<file path="src/rtl/mbox_pkg.sv">
package mbox_pkg;

    localparam int ST_W         = 16;
    localparam int EMPTY_LSB    = 0;
    localparam int FULL_LSB     = 8;
    localparam int MAX_MBOX     = 8;
    localparam int IDX_W        = 4;

    localparam int OFS_EN_BASE  = 'h100;
    localparam int OFS_LINES    = 'h300;
    localparam int OFS_STAT     = 'h304;
    localparam int OFS_DIM      = 'h380;

    typedef enum logic [2:0] {
        RG_NONE,
        RG_MBOX,
        RG_EN,
        RG_LINES,
        RG_STAT,
        RG_DIM
    } region_e;

    typedef enum logic [1:0] {
        MS_WORD = 2'd0,
        MS_FIE  = 2'd1,
        MS_EIE  = 2'd2,
        MS_RSVD = 2'd3
    } mb_sub_e;

    typedef struct packed {
        region_e           rg;
        logic [IDX_W-1:0]  idx;
        mb_sub_e           sub;
    } bus_dec_t;

    function automatic logic [31:0] dim_word(int nsm, int nss, int nas, int ndb, int nsi);
        return {12'b0, 4'(nsi), 4'(ndb), 4'(nas), 4'(nss), 4'(nsm)};
    endfunction

endpackage

</file>
<file path="src/rtl/mbox_slot.sv">
module mbox_slot #(
    parameter int DATA_W    = 32,
    parameter bit PER_MB_IE = 1'b1
) (
    input  logic              clk,
    input  logic              rst,
    input  logic              we_word,
    input  logic              we_fie,
    input  logic              we_eie,
    input  logic [DATA_W-1:0] wdata,
    output logic [DATA_W-1:0] word_o,
    output logic              fie_o,
    output logic              eie_o,
    output logic              full_o,
    output logic              empty_o
);
    localparam int FULL_BIT = DATA_W - 1;

    logic [DATA_W-1:0] word_q;

    always_ff @(posedge clk) begin
        if (rst) begin
            word_q <= '0;
        end else if (we_word) begin
            word_q <= wdata;
        end
    end

    assign word_o  = word_q;
    assign full_o  = word_q[FULL_BIT];
    assign empty_o = ~word_q[FULL_BIT];

    generate
        if (PER_MB_IE) begin : g_gate
            logic fie_q;
            logic eie_q;
            always_ff @(posedge clk) begin
                if (rst) begin
                    fie_q <= 1'b0;
                    eie_q <= 1'b0;
                end else begin
                    if (we_fie) fie_q <= wdata[0];
                    if (we_eie) eie_q <= wdata[0];
                end
            end
            assign fie_o = fie_q;
            assign eie_o = eie_q;
        end else begin : g_nogate
            assign fie_o = 1'b1;
            assign eie_o = 1'b1;
        end
    endgenerate

    AST_WORD_LOAD: assert property (@(posedge clk) disable iff (rst)
        we_word |=> (word_o == $past(wdata)));
    AST_RELEASE_EMPTY: assert property (@(posedge clk) disable iff (rst)
        (we_word && wdata == '0) |=> (empty_o && !full_o && word_o == '0));
    AST_POST_CLEARS_EMPTY: assert property (@(posedge clk) disable iff (rst)
        (we_word && wdata[FULL_BIT]) |=> !empty_o);

endmodule

</file>
<file path="src/rtl/mbox_irq_agg.sv">
module mbox_irq_agg #(
    parameter int NUM_IRQ = 4,
    parameter int ST_W    = 16
) (
    input  logic                          clk,
    input  logic                          rst,
    input  logic [NUM_IRQ-1:0]            en_we,
    input  logic [ST_W-1:0]               en_wdata,
    input  logic [ST_W-1:0]               status_i,
    output logic [NUM_IRQ-1:0][ST_W-1:0]  en_o,
    output logic [NUM_IRQ-1:0]            irq_o
);

    generate
        for (genvar n = 0; n < NUM_IRQ; n++) begin : g_line
            logic [ST_W-1:0] mask_q;
            always_ff @(posedge clk) begin
                if (rst) begin
                    mask_q <= '0;
                end else if (en_we[n]) begin
                    mask_q <= en_wdata;
                end
            end
            assign en_o[n]  = mask_q;
            assign irq_o[n] = |(status_i & mask_q);

            AST_MASK_ZERO_QUIET: assert property (@(posedge clk) disable iff (rst)
                (en_we[n] && en_wdata == '0) |=> !irq_o[n]);
        end
    endgenerate

    AST_RESET_QUIET: assert property (@(posedge clk) disable iff (rst)
        $past(rst) |-> (irq_o == '0));

endmodule

</file>
<file path="src/rtl/mbox_bank.sv">
module mbox_bank
    import mbox_pkg::*;
#(
    parameter int ADDR_W    = 12,
    parameter int DATA_W    = 32,
    parameter int NUM_MBOX  = 8,
    parameter int NUM_IRQ   = 4,
    parameter bit PER_MB_IE = 1'b1,
    parameter int SS_COUNT  = 2,
    parameter int AS_COUNT  = 1,
    parameter int DB_COUNT  = 3
) (
    input  logic              clk,
    input  logic              rst,
    input  logic              bus_we,
    input  logic              bus_rd,
    input  logic [ADDR_W-1:0] bus_addr,
    input  logic [DATA_W-1:0] bus_wdata,
    output logic [DATA_W-1:0] bus_rdata,
    output logic [NUM_IRQ-1:0] irq_o
);
    localparam logic [31:0] DIM_VALUE =
        dim_word(NUM_MBOX, SS_COUNT, AS_COUNT, DB_COUNT, NUM_IRQ);
    localparam int EN_END = OFS_EN_BASE + 4 * NUM_IRQ;

    bus_dec_t dec;

    // Address decode of the compressed local window
    always_comb begin
        dec.rg  = RG_NONE;
        dec.idx = '0;
        dec.sub = MS_WORD;
        if (bus_addr[1:0] == 2'b00) begin
            if (bus_addr < ADDR_W'(OFS_EN_BASE)) begin
                if (int'(bus_addr[7:4]) < NUM_MBOX &&
                    mb_sub_e'(bus_addr[3:2]) != MS_RSVD) begin
                    dec.rg  = RG_MBOX;
                    dec.idx = bus_addr[7:4];
                    dec.sub = mb_sub_e'(bus_addr[3:2]);
                end
            end else if (bus_addr < ADDR_W'(EN_END)) begin
                dec.rg  = RG_EN;
                dec.idx = IDX_W'((bus_addr - ADDR_W'(OFS_EN_BASE)) >> 2);
            end else if (bus_addr == ADDR_W'(OFS_LINES)) begin
                dec.rg = RG_LINES;
            end else if (bus_addr == ADDR_W'(OFS_STAT)) begin
                dec.rg = RG_STAT;
            end else if (bus_addr == ADDR_W'(OFS_DIM)) begin
                dec.rg = RG_DIM;
            end
        end
    end

    logic [NUM_MBOX-1:0][DATA_W-1:0] words;
    logic [NUM_MBOX-1:0] fie, eie, full, empty;
    logic [NUM_IRQ-1:0]  en_we;
    logic [NUM_IRQ-1:0][ST_W-1:0] en_val;
    logic [ST_W-1:0] status_raw, status_gated;

    generate
        for (genvar i = 0; i < NUM_MBOX; i++) begin : g_mb
            logic hit;
            assign hit = bus_we && dec.rg == RG_MBOX && dec.idx == IDX_W'(i);
            mbox_slot #(
                .DATA_W    (DATA_W),
                .PER_MB_IE (PER_MB_IE)
            ) i_slot (
                .clk     (clk),
                .rst     (rst),
                .we_word (hit && dec.sub == MS_WORD),
                .we_fie  (hit && dec.sub == MS_FIE),
                .we_eie  (hit && dec.sub == MS_EIE),
                .wdata   (bus_wdata),
                .word_o  (words[i]),
                .fie_o   (fie[i]),
                .eie_o   (eie[i]),
                .full_o  (full[i]),
                .empty_o (empty[i])
            );
        end
        for (genvar n = 0; n < NUM_IRQ; n++) begin : g_enwe
            assign en_we[n] = bus_we && dec.rg == RG_EN && dec.idx == IDX_W'(n);
        end
    endgenerate

    // Status assembly: raw view for software, gated view for the lines
    always_comb begin
        status_raw   = '0;
        status_gated = '0;
        for (int i = 0; i < NUM_MBOX; i++) begin
            status_raw[EMPTY_LSB + i]   = empty[i];
            status_raw[FULL_LSB + i]    = full[i];
            status_gated[EMPTY_LSB + i] = empty[i] & eie[i];
            status_gated[FULL_LSB + i]  = full[i] & fie[i];
        end
    end

    mbox_irq_agg #(
        .NUM_IRQ (NUM_IRQ),
        .ST_W    (ST_W)
    ) i_agg (
        .clk      (clk),
        .rst      (rst),
        .en_we    (en_we),
        .en_wdata (bus_wdata[ST_W-1:0]),
        .status_i (status_gated),
        .en_o     (en_val),
        .irq_o    (irq_o)
    );

    // Read mux and registered read data
    logic [DATA_W-1:0] rd_next;
    logic [DATA_W-1:0] rdata_q;

    always_comb begin
        rd_next = '0;
        unique case (dec.rg)
            RG_MBOX: begin
                for (int i = 0; i < NUM_MBOX; i++) begin
                    if (dec.idx == IDX_W'(i)) begin
                        case (dec.sub)
                            MS_WORD: rd_next = words[i];
                            MS_FIE:  rd_next = DATA_W'(PER_MB_IE & fie[i]);
                            MS_EIE:  rd_next = DATA_W'(PER_MB_IE & eie[i]);
                            default: rd_next = '0;
                        endcase
                    end
                end
            end
            RG_EN: begin
                for (int n = 0; n < NUM_IRQ; n++) begin
                    if (dec.idx == IDX_W'(n)) rd_next = DATA_W'(en_val[n]);
                end
            end
            RG_LINES: rd_next = DATA_W'(irq_o);
            RG_STAT:  rd_next = DATA_W'(status_raw);
            RG_DIM:   rd_next = DATA_W'(DIM_VALUE);
            default:  rd_next = '0;
        endcase
    end

    always_ff @(posedge clk) begin
        if (rst) begin
            rdata_q <= '0;
        end else if (bus_rd) begin
            rdata_q <= rd_next;
        end
    end

    assign bus_rdata = rdata_q;

    AST_UNMAPPED_ZERO: assert property (@(posedge clk) disable iff (rst)
        (bus_rd && dec.rg == RG_NONE) |=> (bus_rdata == '0));
    AST_RDATA_HOLD: assert property (@(posedge clk) disable iff (rst)
        !bus_rd |=> $stable(bus_rdata));
    AST_DIM_READ: assert property (@(posedge clk) disable iff (rst)
        (bus_rd && dec.rg == RG_DIM) |=> (bus_rdata == DATA_W'(DIM_VALUE)));

endmodule

</file>
<file path="config.mk">
export PLATFORM = sky130hd
export DESIGN_NAME = mbox_bank
export DESIGN_NICKNAME = d
export VERILOG_FILES = /design/src/rtl/mbox_pkg.sv /design/src/rtl/mbox_slot.sv /design/src/rtl/mbox_irq_agg.sv /design/src/rtl/mbox_bank.sv
export SDC_FILE = /design/constraint.sdc
export NUM_CORES = 1
export LEC_CHECK = 0
export ABC_AREA = 1
export BUFFER_PORTS_ARGS = -buffer_cell sky130_fd_sc_hd__buf_2
export CORE_MARGIN = 2
export CORE_UTILIZATION = 66
export DETAILED_ROUTE_END_ITERATION = 10
export GPL_TIMING_DRIVEN = 0
export PLACE_DENSITY = 0.84
export SKIP_CTS_REPAIR_TIMING = 1
export SLEW_MARGIN = 10
export SYNTH_ARGS = -nofsm -noshare
export SYNTH_HDL_FRONTEND = slang
export SYNTH_HIERARCHICAL = 1
export SYNTH_SLANG_ARGS = --single-unit
</file>
<file path="constraint.sdc">
create_clock -name clk -period 4.4 [get_ports clk]
set_clock_uncertainty 0.05 [all_clocks]
set_input_delay 0.88 -clock clk [delete_from_list [all_inputs] [get_ports clk]]
set_output_delay 0.88 -clock clk [all_outputs]
set_load 0.02 [all_outputs]
</file>
==> Yosys cells after proc, flatten, opt, wreduce, memory -nomap -nowiden <==
Cells that the tools add are included.
{ "word_totals": {"out_inout_bits": 36, "inputBits": 48, "reg_bits": 368, "elab_cells": 155} }
{ "op_classes": {"n_reduce_logical": 46, "muxes": 30, "bitwise": 28, "addsub": 1, "eq_ne": 18, "order_cmp": 3} }
{ "op_table": {"columns": ["op", "n"], "rows": [
  ["32-bit case mux with 3 select lines", 8],
  ["32-bit 2-to-1 mux", 11],
  ["32-bit case mux with 5 select lines", 1],
  ["16-bit AND", 4],
  ["16-bit OR reduction", 4],
  ["1-bit logical AND", 39],
  ["12-bit by 10-bit equality test with 1-bit output, second input constant", 3],
  ["12-bit by 9-bit less-than comparator with 1-bit output, second input constant", 2],
  ["1-bit AND", 16],
  ["4-bit by 3-bit equality test with 1-bit output, second input constant", 4],
  ["16-bit 2-to-1 mux", 1],
  ["7-bit 2-to-1 mux", 2],
  ["3-bit 2-to-1 mux", 4],
  ["9-bit 2-to-1 mux", 1],
  ["4-bit by 2-bit equality test with 1-bit output, second input constant", 2],
  ["1-bit NOT", 8],
  ["3-bit by 2-bit equality test with 1-bit output, second input constant", 2],
  ["3-bit equality test, second input constant", 2],
  ["6-bit by 1-bit subtractor with 6-bit output, second input constant", 1],
  ["4-bit by 1-bit equality test with 1-bit output, second input constant", 1],
  ["2-bit logical NOT", 2],
  ["4-bit logical NOT", 1],
  ["4-bit less-than comparator, second input constant", 1],
  ["4-bit 2-to-1 mux", 1],
  ["other kinds (5)", 5]
]} }

==> Depth between registers and ports, before layout <==
{ "logic_depth": {"ltp_word": 18, "depth_mapped": 20, "mapped_depth_nobuf": 19} }

==> Hierarchy <==
The synthesis kept the hierarchy.
{ "by_module_without_submodules": {"columns": ["mod", "area_each_um2", "cells_each", "instances", "seq_area_each_um2"], "rows": [
  ["mbox_slot", 1452.6, 215, 8, 680.7],
  ["mbox_bank", 5308.8, 1091, 1, 640.6],
  ["mbox_irq_agg", 3130.5, 419, 1, 1281.2]
]} }

==> Worst setup path before layout <==
Ideal clock, no wire load.
{ "synth_path": {"kind": "input port to flip-flop", "startpoint": "input port bus_addr[1]", "endpoint": "register g_mb[7].i_slot.word_q[22]", "setup_slack_ns": 1.480, "n_path_buf": 5, "required_time_ns": 4.236, "arrival_ns": 2.756, "setup_ns": 0.114, "cell_stages": 17, "path_cell_list": "nor2_4 nand3_2 nand2_2 nand3_2 buf_6 inv_6 nand2_2 inv_1 buf_2 buf_2 nand2_1 nor2_1 buf_6 buf_6 nand2_1 nand2_1 nor2_2"} }
{ "synth_between": {"elab_chain_cells": 11, "elab_cells_between_ends": 21, "cone_classes": "add/sub (1); order compare (2); eq/ne (5); mux (8); reduce/logical (5)"} }
{ "synth_rtl": {"columns": ["item", "line", "text"], "rows": [
  ["from (decl)", "mbox_bank.sv:17", "input logic [ADDR_W-1:0] bus_addr,"],
  ["branches (longest 6 deep; another with 12-bit by 9-bit less-than comparator with 1-bit output)", null, null],
  ["9-bit 2-to-1 mux *", "mbox_bank.sv:33", "if (bus_addr[1:0] == 2'b00) begin"],
  ["3-bit by 1-bit equality test with 1-bit output", "mbox_bank.sv:63", "assign hit = bus_we && dec.rg == RG_MBOX && dec.idx == IDX_W'(i);"],
  ["1-bit logical AND (2 in series)", "mbox_bank.sv:63", null],
  ["1-bit logical AND *", "mbox_bank.sv:70", ".we_word (hit && dec.sub == MS_WORD),"],
  ["to (signal assigned)", "mbox_slot.sv:25", "word_q <= wdata;"],
  ["to (decl)", "mbox_slot.sv:19", "logic [DATA_W-1:0] word_q;"]
]} }
Mark *: on every way between the ends.
A chain may end at the register's enable or synchronous reset.

==> Worst setup path in the final report <==
{ "layout_path": {"startpoint": "input port bus_addr[1]", "endpoint": "register g_mb[1].i_slot.word_q[5]"} }
{ "layout_between": {"elab_chain_cells": 11, "elab_cells_between_ends": 21, "cone_classes": "add/sub (1); order compare (2); eq/ne (5); mux (8); reduce/logical (5)"} }
{ "layout_rtl": {"columns": ["item", "line"], "rows": [
  ["branches (longest 6 deep; another with 12-bit by 9-bit less-than comparator with 1-bit output)", null],
  ["9-bit 2-to-1 mux *", "mbox_bank.sv:33"],
  ["3-bit by 1-bit equality test with 1-bit output", "mbox_bank.sv:63"],
  ["1-bit logical AND (2 in series)", "mbox_bank.sv:63"],
  ["1-bit logical AND *", "mbox_bank.sv:70"],
  ["to (signal assigned)", "mbox_slot.sv:25"],
  ["to (decl)", "mbox_slot.sv:19"]
]} }
Marked as above.

==> results.md <==
* Status: finished, final reports clean
* Initial antenna violation count at 0
* Yosys top cell area share at 36.7%
* Final GP Congestion at 0.982
* Layout Nets at 3401
* Achievable Freq at 0.275 GHz
* Hold Crit Class: register to register
* Setup TNS at 0 ns
* Num CTS Buffers at 39
* I/O Buffers at 82
* Gr ovfl total at 0
* Yosys reg bits at about 370
* Max-slew violations at 0
* Post-synth top area cell: dfxtp_1
* Post-Syn Area at between 20000 and 25000 µm²
* Fraction of layout cells with a size suffix above 1 at 15.7%
* Ant diodes at 0
* Post-DP HPWL at 50200 µm
* Commonest non-fill, non-tap cell in the layout: nand2_1
* 1st-iter DRT viols at 3028
* Hold Fails Final Rpt at 0
* Largest net degree at the start of global routing at 15
* H-tree levels at 2
* GRT Overall Usage at 43.6%
* Fin crit share at between 80% and 90%
* Core box area at 29800 µm²
* DRC at 0
* Max Root-Sink Buffers at 3
* Rows at 63
* Maximum VDD drop at 357 µV
* CP required at 4.77 ns
* Post-route insts no fill at around 3.8k
* Crit path DAT at 4.01 ns
* Syn_area_per_cell at 6.21 µm²
* Syn nets at 3278
* Leakage at 10.8 nW
* Die Y-Extent at 178 µm
* TritonCTS clock tree: yes
* Area delta synth->final at 11.0%
* Syn Inst Count at about 3.2k
* Clock Latency Late Sink at 0.54 ns
* Via count of the first global-routing pass at roughly 19k
* Tmin final at 3.64 ns
* Tightest Pin Transition at between 0.9 and 1 ns
* Synth warnings at 6
* Critical path launch point type: input port
* Full die area at 31800 µm²
* Crit Path Class: input port to register
* CP Max Fanout at 10
* Drt via density at between 5 and 6
* PnR worst setup slack at 0.758 ns
* Worst-path clk slew at approximately 0.060 ns
* Cells after DPL at 3702
* Synth area leaders: dfxtp_1 (37%), nand2_1 (22%), nor2_1 (11%)
* Die X-Extent at 178 µm
* Most frequent cells in the layout: nand2_1 (1198), nor2_1 (600), dfxtp_1 (368)
* Post-placement worst setup slack at between 0.3 and 0.4 ns
* Relative slew slack at 34.3%
* Final setup vio count at 0
* Setup crit end kind: register
* CTS sink count at 368
* Max-Cap Viols at 0
* WHS at 0.411 ns
* Post-synthesis sequential area ratio at between 30% and 40%
* Netlist cell types at 37
* Boundary Pins at 84
* Clock root cell: clkbuf_16
* Detailed Route WL at 70400 µm
* Unrepaired setup endpoints after global routing: no
* Detail Route Antenna Nets at 0
* Final-layout fill cell count at roughly 2.5k
* TritonRoute pass-1 iters at 9
* Global-route wire length before repair at approximately 110000 µm
* Power Density at around 320 nW/µm²
* Post-DR wirelength/cell at 18.7 µm
* DR vias at about 21k
* Initial core utilization at approximately 67%
==> power breakdown <==
part	total (mW)	switching (mW)	internal, mW	leakage, nW
combinational	0.421	0.319	0.101	7.17
clock	3.43	1.40	2.04	0.641
sequential	3.34	0.00269	3.33	2.96
==> routing by layer <==
metal  share of wire [%]  routed length, µm  track usage [%]
met1                  40              27800             59.7
met2                  42              29500             66.2
met3                  14               9520             9.51
met4                 5.0               3490             19.2
met5                   0                  0                0
==> cell type report <==
class	instances	area (µm²)	share of cell area [%]
Buffer	171	1390	6.25
Clock buffer	59	1150	5.17
Clock inverter	9	149	0.669
Inverter	384	1480	6.64
Multi-Input combinational cell	2307	9820	44.1
Sequential cell	368	7370	33.1
Tap cell	390	488	2.19
Timing Repair Buffer	82	410	1.84
==> kinds of logic (layout without fill, tap and decap cells) <==
logic type / after synthesis / count (layout) / share of synthesized area [%]
flip-flops: 368 / 368 / 36.7
AO/OA/AOI/OAI: 235 / 235 / 7.00
AND/OR/NAND/NOR: 2072 / 2072 / 42.0
buffers and inverters: 555 / 705 / 14.3
==> flip-flops by register name, indices dropped and copies added, names as in the netlist <==
| name | flops |
|---|---|
| bus_rdata | 32 |
| g_mb.i_slot/fie_o | 8 |
| g_mb.i_slot/word_o | 256 |
| i_agg/g_line.mask_q | 64 |
| g_mb.i_slot/eie_o | 8 |
==> stage by stage <==
step	util [%]	total power [mW]	instance area, µm²
2_1_floorplan	-	3.63	20100
3_3_place_gp	70.3	3.80	21000
3_5_place_dp	70.3	3.81	21000
4_1_cts	74.7	7.16	22300
5_1_grt	74.7	7.31	22300
6_report	74.7	7.19	22300
==> path summary, 6_finish.rpt <==
check / start / cells past startpoint / end / slack [ns]
max: bus_addr[1] / 17 / g_mb[1].i_slot/word_o[5]$_SDFFE_PP0P_ / 0.76
min: bus_rdata[10]$_SDFFE_PP0P_ / 2 / bus_rdata[10]$_SDFFE_PP0P_ / 0.41
min reg2reg: bus_rdata[10]$_SDFFE_PP0P_ / 2 / bus_rdata[10]$_SDFFE_PP0P_ / 0.41
max reg2reg: g_mb[2].i_slot/word_o[31]$_SDFFE_PP0P_ / 15 / bus_rdata[1]$_SDFFE_PP0P_ / 2.08
==> critical path, cell delays in order <==
cell and delay (ns):
buf_2 0.11, nor2_4 0.21, nand3_1 0.12, inv_1 0.20, nand3_2 0.24, nand3_1 0.12, nand2_1 0.08, inv_2 0.07
nand4_1 0.21, nor2_1 0.75, nand2_1 0.22, nor2_1 0.23, buf_6 0.20, buf_6 0.16, nand2_1 0.06, nand2_1 0.09
nor2_2 0.04
==> Yosys cell counts (all sizes together) <==
cell type and n:
a21oi 183, a31oi 17, a41o 1, buf 155, clkbuf 16, dfxtp 368
inv 384, nand2 1246, nand3 89, nand3b 2, nand4 14, nor2 713
nor3 7, nor4 1, o2111ai 4, o21ai 20, o21bai 2, o22ai 8
Note: power is estimated with default switching activity, not from simulation.
